**src/rtl/arb_pkg.sv**
```systemverilog
// Shared definitions for the address command arbiter.
// Assumes: the 2-bit mode encoding is fixed and seen by software.
package arb_pkg;
    typedef enum logic [1:0] {
        ARB_SLOT     = 2'd0,
        ARB_ALT      = 2'd1,
        ARB_RDFIRST  = 2'd2,
        ARB_RDCAPPED = 2'd3
    } arb_mode_e;
endpackage

```
**src/rtl/arb_starve_ctr.sv**
```systemverilog
// Counts reads completed while a write waits; saturates at LIMIT.
// Assumes: LIMIT >= 1; handshakes are mutually exclusive.
module arb_starve_ctr #(
    parameter int LIMIT = 8
) (
    input  logic clk,
    input  logic rst_n,
    input  logic rd_done,
    input  logic wr_done,
    input  logic wr_waiting,
    output logic starved
);
    localparam int CW = $clog2(LIMIT + 1);

    logic [CW-1:0] cnt_q;

    // Track consecutive read wins over a waiting write.
    always_ff @(posedge clk) begin
        if (!rst_n) begin
            cnt_q <= '0;
        end else if (wr_done) begin
            cnt_q <= '0;
        end else if (rd_done && wr_waiting && (cnt_q < CW'(LIMIT))) begin
            cnt_q <= cnt_q + 1'b1;
        end
    end

    assign starved = (cnt_q >= CW'(LIMIT));


    cnt_bound_chk: assert property (@(posedge clk) disable iff (!rst_n)
        cnt_q <= CW'(LIMIT));

    cnt_clear_chk: assert property (@(posedge clk) disable iff (!rst_n)
        wr_done |=> (cnt_q == '0));

    cnt_hold_chk: assert property (@(posedge clk) disable iff (!rst_n)
        (!rd_done && !wr_done) |=> $stable(cnt_q));
endmodule

```
**src/rtl/arb_policy.sv**
```systemverilog
// Grant decision for the four policies, plus the alternating slot pointer.
// Assumes: mode is stable while requests are pending (held by the top).
module arb_policy
    import arb_pkg::*;
(
    input  logic      clk,
    input  logic      rst_n,
    input  arb_mode_e mode,
    input  logic      rd_req,
    input  logic      wr_req,
    input  logic      starved,
    output logic      grant_wr
);
    logic slot_wr_q;

    // Slot pointer flips on every edge out of reset; read owns first slot.
    always_ff @(posedge clk) begin
        if (!rst_n) slot_wr_q <= 1'b0;
        else        slot_wr_q <= ~slot_wr_q;
    end

    // Select which channel owns the command port this cycle.
    always_comb begin
        unique case (mode)
            ARB_SLOT:     grant_wr = slot_wr_q;
            ARB_ALT:      grant_wr = slot_wr_q ? (wr_req || !rd_req)
                                               : (wr_req && !rd_req);
            ARB_RDFIRST:  grant_wr = wr_req && !rd_req;
            ARB_RDCAPPED: grant_wr = wr_req && (!rd_req || starved);
            default:      grant_wr = 1'b0;
        endcase
    end


    slot_alt_chk: assert property (@(posedge clk) disable iff (!rst_n)
        (mode == ARB_SLOT && grant_wr) |=> (mode != ARB_SLOT || !grant_wr));

    rd_first_chk: assert property (@(posedge clk) disable iff (!rst_n)
        (mode == ARB_RDFIRST && rd_req) |-> !grant_wr);

    alt_idle_chk: assert property (@(posedge clk) disable iff (!rst_n)
        (mode == ARB_ALT && wr_req && !rd_req) |-> grant_wr);
endmodule

```
**src/rtl/arb_cmd_mux.sv**
```systemverilog
// Steers the granted channel's fields onto the command port.
// Assumes: sel_wr is a settled grant from the policy logic.
module arb_cmd_mux #(
    parameter int ADDR_W = 32,
    parameter int LEN_W  = 8,
    parameter int ID_W   = 4
) (
    input  logic              sel_wr,
    input  logic              rd_valid,
    input  logic [ADDR_W-1:0] rd_addr,
    input  logic [LEN_W-1:0]  rd_len,
    input  logic [ID_W-1:0]   rd_id,
    input  logic              wr_valid,
    input  logic [ADDR_W-1:0] wr_addr,
    input  logic [LEN_W-1:0]  wr_len,
    input  logic [ID_W-1:0]   wr_id,
    output logic              cmd_valid,
    output logic              cmd_write,
    output logic [ADDR_W-1:0] cmd_addr,
    output logic [LEN_W-1:0]  cmd_len,
    output logic [ID_W-1:0]   cmd_id
);
    // Two-way field select driven by the grant.
    always_comb begin
        cmd_write = sel_wr;
        cmd_valid = sel_wr ? wr_valid : rd_valid;
        cmd_addr  = sel_wr ? wr_addr  : rd_addr;
        cmd_len   = sel_wr ? wr_len   : rd_len;
        cmd_id    = sel_wr ? wr_id    : rd_id;
    end
endmodule

```
**src/rtl/addr_cmd_arbiter.sv**
```systemverilog
// Merges read and write address requests onto one command port.
// Assumes: downstream ready may toggle freely; mode_i is quasi-static.
module addr_cmd_arbiter
    import arb_pkg::*;
#(
    parameter int ADDR_W       = 32,
    parameter int LEN_W        = 8,
    parameter int ID_W         = 4,
    parameter int STARVE_LIMIT = 8
) (
    input  logic              clk,
    input  logic              rst_n,
    input  logic [1:0]        mode_i,
    input  logic              rd_valid_i,
    input  logic [ADDR_W-1:0] rd_addr_i,
    input  logic [LEN_W-1:0]  rd_len_i,
    input  logic [ID_W-1:0]   rd_id_i,
    output logic              rd_ready_o,
    input  logic              wr_valid_i,
    input  logic [ADDR_W-1:0] wr_addr_i,
    input  logic [LEN_W-1:0]  wr_len_i,
    input  logic [ID_W-1:0]   wr_id_i,
    output logic              wr_ready_o,
    output logic              cmd_valid_o,
    output logic              cmd_write_o,
    output logic [ADDR_W-1:0] cmd_addr_o,
    output logic [LEN_W-1:0]  cmd_len_o,
    output logic [ID_W-1:0]   cmd_id_o,
    input  logic              cmd_ready_i
);
    arb_mode_e mode_q;
    logic      grant_wr;
    logic      starved;
    logic      idle;

    assign idle = !rd_valid_i && !wr_valid_i;

    // Capture the policy only when no request is outstanding or in reset.
    always_ff @(posedge clk) begin
        if (!rst_n || idle) mode_q <= arb_mode_e'(mode_i);
    end

    arb_policy u_policy (
        .clk      (clk),
        .rst_n    (rst_n),
        .mode     (mode_q),
        .rd_req   (rd_valid_i),
        .wr_req   (wr_valid_i),
        .starved  (starved),
        .grant_wr (grant_wr)
    );

    arb_cmd_mux #(
        .ADDR_W (ADDR_W),
        .LEN_W  (LEN_W),
        .ID_W   (ID_W)
    ) u_mux (
        .sel_wr    (grant_wr),
        .rd_valid  (rd_valid_i),
        .rd_addr   (rd_addr_i),
        .rd_len    (rd_len_i),
        .rd_id     (rd_id_i),
        .wr_valid  (wr_valid_i),
        .wr_addr   (wr_addr_i),
        .wr_len    (wr_len_i),
        .wr_id     (wr_id_i),
        .cmd_valid (cmd_valid_o),
        .cmd_write (cmd_write_o),
        .cmd_addr  (cmd_addr_o),
        .cmd_len   (cmd_len_o),
        .cmd_id    (cmd_id_o)
    );

    // Acceptance back to the granted source only.
    assign rd_ready_o = !grant_wr && cmd_ready_i;
    assign wr_ready_o =  grant_wr && cmd_ready_i;

    arb_starve_ctr #(
        .LIMIT (STARVE_LIMIT)
    ) u_starve (
        .clk        (clk),
        .rst_n      (rst_n),
        .rd_done    (rd_ready_o && rd_valid_i),
        .wr_done    (wr_ready_o && wr_valid_i),
        .wr_waiting (wr_valid_i),
        .starved    (starved)
    );


    one_grant_chk: assert property (@(posedge clk) disable iff (!rst_n)
        !(rd_ready_o && wr_ready_o));

    wr_fields_chk: assert property (@(posedge clk) disable iff (!rst_n)
        (cmd_valid_o && cmd_write_o) |-> (cmd_addr_o == wr_addr_i && cmd_id_o == wr_id_i));

    rd_fields_chk: assert property (@(posedge clk) disable iff (!rst_n)
        (cmd_valid_o && !cmd_write_o) |-> (cmd_addr_o == rd_addr_i && cmd_len_o == rd_len_i));

    mode_hold_chk: assert property (@(posedge clk) disable iff (!rst_n)
        !idle |=> $stable(mode_q));
endmodule

```
**config.mk**
```make
export PLATFORM = sky130hd
export DESIGN_NAME = addr_cmd_arbiter
export DESIGN_NICKNAME = d
export VERILOG_FILES = /design/src/rtl/arb_pkg.sv /design/src/rtl/arb_starve_ctr.sv /design/src/rtl/arb_policy.sv /design/src/rtl/arb_cmd_mux.sv /design/src/rtl/addr_cmd_arbiter.sv
export SDC_FILE = /design/constraint.sdc
export NUM_CORES = 1
export LEC_CHECK = 0
export BUFFER_PORTS_ARGS = -buffer_cell sky130_fd_sc_hd__buf_2
export CAP_MARGIN = 40
export CORE_MARGIN = 2
export CORE_UTILIZATION = 28
export DETAILED_ROUTE_END_ITERATION = 8
export GPL_ROUTABILITY_DRIVEN = 0
export HOLD_SLACK_MARGIN = 0.15
export PLACE_DENSITY = 0.83
export SLEW_MARGIN = 20
export SYNTH_ARGS = -nofsm -noshare
export SYNTH_HDL_FRONTEND = slang
export SYNTH_SLANG_ARGS = --single-unit
```
**constraint.sdc**
```tcl
create_clock -name clk -period 1.9 [get_ports clk]
set_input_delay 0.285 -clock clk [delete_from_list [all_inputs] [get_ports clk]]
set_output_delay 0.285 -clock clk [all_outputs]
set_load 0.05 [all_outputs]
```
==> flow_metrics.py <==
metrics = {
    "timing": {
        "fin_ws_ps": -375,
        "fin_crit_sh_pct": 120,
        "max_clock_freq_ghz": 0.440,
        "worst_pin_slew_ps": 412,
        "setup_violations": 47,
        "finClkSkew_ps": 0.667,
        "min_period_ps": 2270,
        "rsz0062_at_grt": "true",
        "slew_violations": 0,
        "slew_headroom_pct": 72.2,
        "hold_violations": 0,
    },
    "critical_path": {
        "endpoint_kind": "output pin",
        "slowest_delay_ps": 450,
        "worstPathCellList": "nor2b_2 > a311oi_2 > o21ai_4 > buf_12 > mux2_2 > buf_6",
        "worstSetupPathType": "flip-flop to output pin",
        "cp_num_buf_inv": 2,
        "crit_arrival_ps": 1990,
        "start_kind": "flip-flop",
        "critPathRequiredTime_ps": 1620,
        "path_delay_family": "flip-flops",
        "crit_slowest_cell": "edfxtp_1",
        "path_max_fanout": 26,
    },
    "routing": {
        "dr_total_vias": 1312,
        "wl_per_cell_um": 13.4,
        "highest_layer": "met4",
        "drt-pass1-iter-count": 2,
        "via_per_inst": 4.56,
        "first_iter_violations": 30,
        "ant_nets": 0,
        "remaining_drc_errors": 0,
        "dr_wl_met2_um": 2240,
        "met1_length_um": 1260,
        "drt-total-wl_um": 3860,
        "met3_wirelength_um": 304,
    },
    "clock_network": {
        "cts_max_level": 1,
        "path_clk_slew_ps": 40,
        "numCtsBuffers": 3,
        "cts_tree": "built",
        "clockBufferDepth": 2,
        "cts_sinks": 7,
        "root_buffer": "clkbuf_8",
        "clkLatencyLatePin_ps": 220,
    },
    "worst_hold_path": {
        "worst_hold_path_type": "input pin to flip-flop",
    },
    "placement": {
        "portBuffers": 142,
        "dp_cells": 283,
        "post_dp_cell_area_sq_mm": 0.00190,
        "dp_hpwl_um": 3330,
    },
    "final_layout": {
        "area_growth_pct": 116,
        "final_nets": 338,
        "antenna_cells": 0,
        "post-route-util_pct": 62.4,
        "final_cells": 288,
        "fillers": 301,
        "final_area_sq_mm": 0.00225,
        "post_route_cells_drive_above_1_share_pct": 85.4,
    },
    "synthesis": {
        "synthAdderAreaFrac_pct": 2.41,
        "synth_warnings": 0,
        "synth_compound_area_share_pct": 7.46,
        "synth-xor-area-share_pct": 1.68,
        "yosys.area.top_type_share_pct": 43.3,
        "synth_top_family_by_area": "multiplexers",
        "syn-num-nets": 185,
        "ys.flop_type": "dfxtp_1",
        "ys_types": 25,
        "synth_area_leaders": "mux2_4, dfxtp_1, mux2_1",
        "synthCells": 88,
        "ys_seq_elements": 7,
        "synth_area_sq_mm": 0.00104,
        "synthMuxAreaShare_pct": 59.4,
        "synth_most_common_cell": "mux2_4",
        "yosys-top-cells-count": "mux2_4, mux2_1, mux2_2, nor2_1, dfxtp_1",
        "synth_edf_count": 2,
        "async_reset_ff_share_pct": 0,
        "avgSynthCellArea_sq_um": 11.8,
        "yosys.area_share.simple_pct": 7.82,
        "ys_seq_area_share_pct": 15.4,
        "synth_largest_area_cell": "mux2_4",
    },
    "floorplanning": {
        "io_pins": 143,
        "die_h_um": 64.9,
        "die-area_sq_mm": 0.00422,
        "die_w_um": 64.9,
        "rows": 22,
        "initial_core_util_pct": 28.8,
        "placeableCoreArea_sq_mm": 0.00361,
    },
    "global_routing": {
        "grt_pass1_wl_um": 5560,
        "first_global_vias": 1353,
        "grt-ovfl-total": 0,
        "grt_max_degree": 27,
        "antenna_found_initial": 0,
        "grt_use_total_pct": 16.7,
    },
    "outcome": {
        "status": "complete, but fails checks",
        "failed_checks": "setup timing",
    },
    "job": {
        "max-cap-violations": 0,
    },
    "power": {
        "leakage_nw": 1.20,
        "power_mw": 1.48,
        "powerDensity_mw_per_mm2": 658,
        "ir_drop_v": 0.000439,
    },
}
[routing by layer]
| layer | up-vias | track usage (%) |
|---|---|---|
| li1 | 629 | - |
| met1 | 616 | 15.9 |
| met2 | 61 | 34.1 |
| met3 | 6 | 3.13 |
| met4 | 0 | 6.65 |
| met5 | - | 0 |
[final timing paths]
check,start,end,slack (ps),depth (start not counted)
worst max-delay path,mode_q[1],cmd_addr_o[22],-370,6
worst min-delay path,mode_i[1],mode_q[1],240,1
worst max register to register,mode_q[1],u_starve.cnt_q[2],270,6
worst min register to register,u_policy.slot_wr_q,u_policy.slot_wr_q,510,2
[stage by stage]
stage	setup TNS [ps]	hold WS [ps]	setup WS, ps
2_1_floorplan	-2950	384	-84.4
3_3_place_gp	-6020	462	-152
3_5_place_dp	-8780	466	-213
4_1_cts	-16640	237	-387
5_1_grt	-20950	229	-484
6_report	-16040	242	-375
[sequential cells by signal (all words and copies together) (netlist names)]
| signal | cells |
|---|---|
| u_starve.cnt_q | 4 |
| mode_q | 2 |
| u_policy.slot_wr_q | 1 |
[cell type report]
| type | instances | area, sq um | area share (%) |
|---|---|---|---|
| tap | 48 | 60.1 | 2.67 |
| clock buffer | 4 | 45.0 | 2.00 |
| timing repair buffer | 152 | 1100 | 49.1 |
| inverter | 4 | 15.0 | 0.667 |
| sequential | 7 | 160 | 7.12 |
| multi-input combinational | 73 | 866 | 38.5 |
[timing repair]
action,CTS,global route
hold buffers,0,0
endpoints found under the setup margin,47,47
resized for setup,95,0
pin swaps,1,0
buffers inserted,1,1
[logic make-up (layout without fill, tap and decap cells)]
family | count (synthesis) | after routing
xor+xnor | 2 | 2
flops | 7 | 7
simple gates | 15 | 15
buf+inv | 8 | 160
mux | 45 | 45
fa+ha+maj | 2 | 2
compound gates | 9 | 9
[layout by cell type, fill, tap and decap left out, drive strengths merged, types with 2 or more instances in the layout]
| master | count |
|---|---|
| buf | 152 |
| clkbuf | 4 |
| dfxtp | 5 |
| edfxtp | 2 |
| ha | 2 |
| inv | 4 |
| mux2 | 44 |
| nand2 | 3 |
| nor2 | 6 |
| nor2b | 2 |
| nor4b | 2 |
| o21ai | 3 |
| xnor2 | 2 |
[power breakdown]
group	switching (mW)	internal (mW)	total [mW]
logic	0.618	0.493	1.11
registers	0.00626	0.162	0.169
clock network	0.0575	0.145	0.202
total	0.682	0.799	1.48
(Power assumes the default switching activity.)
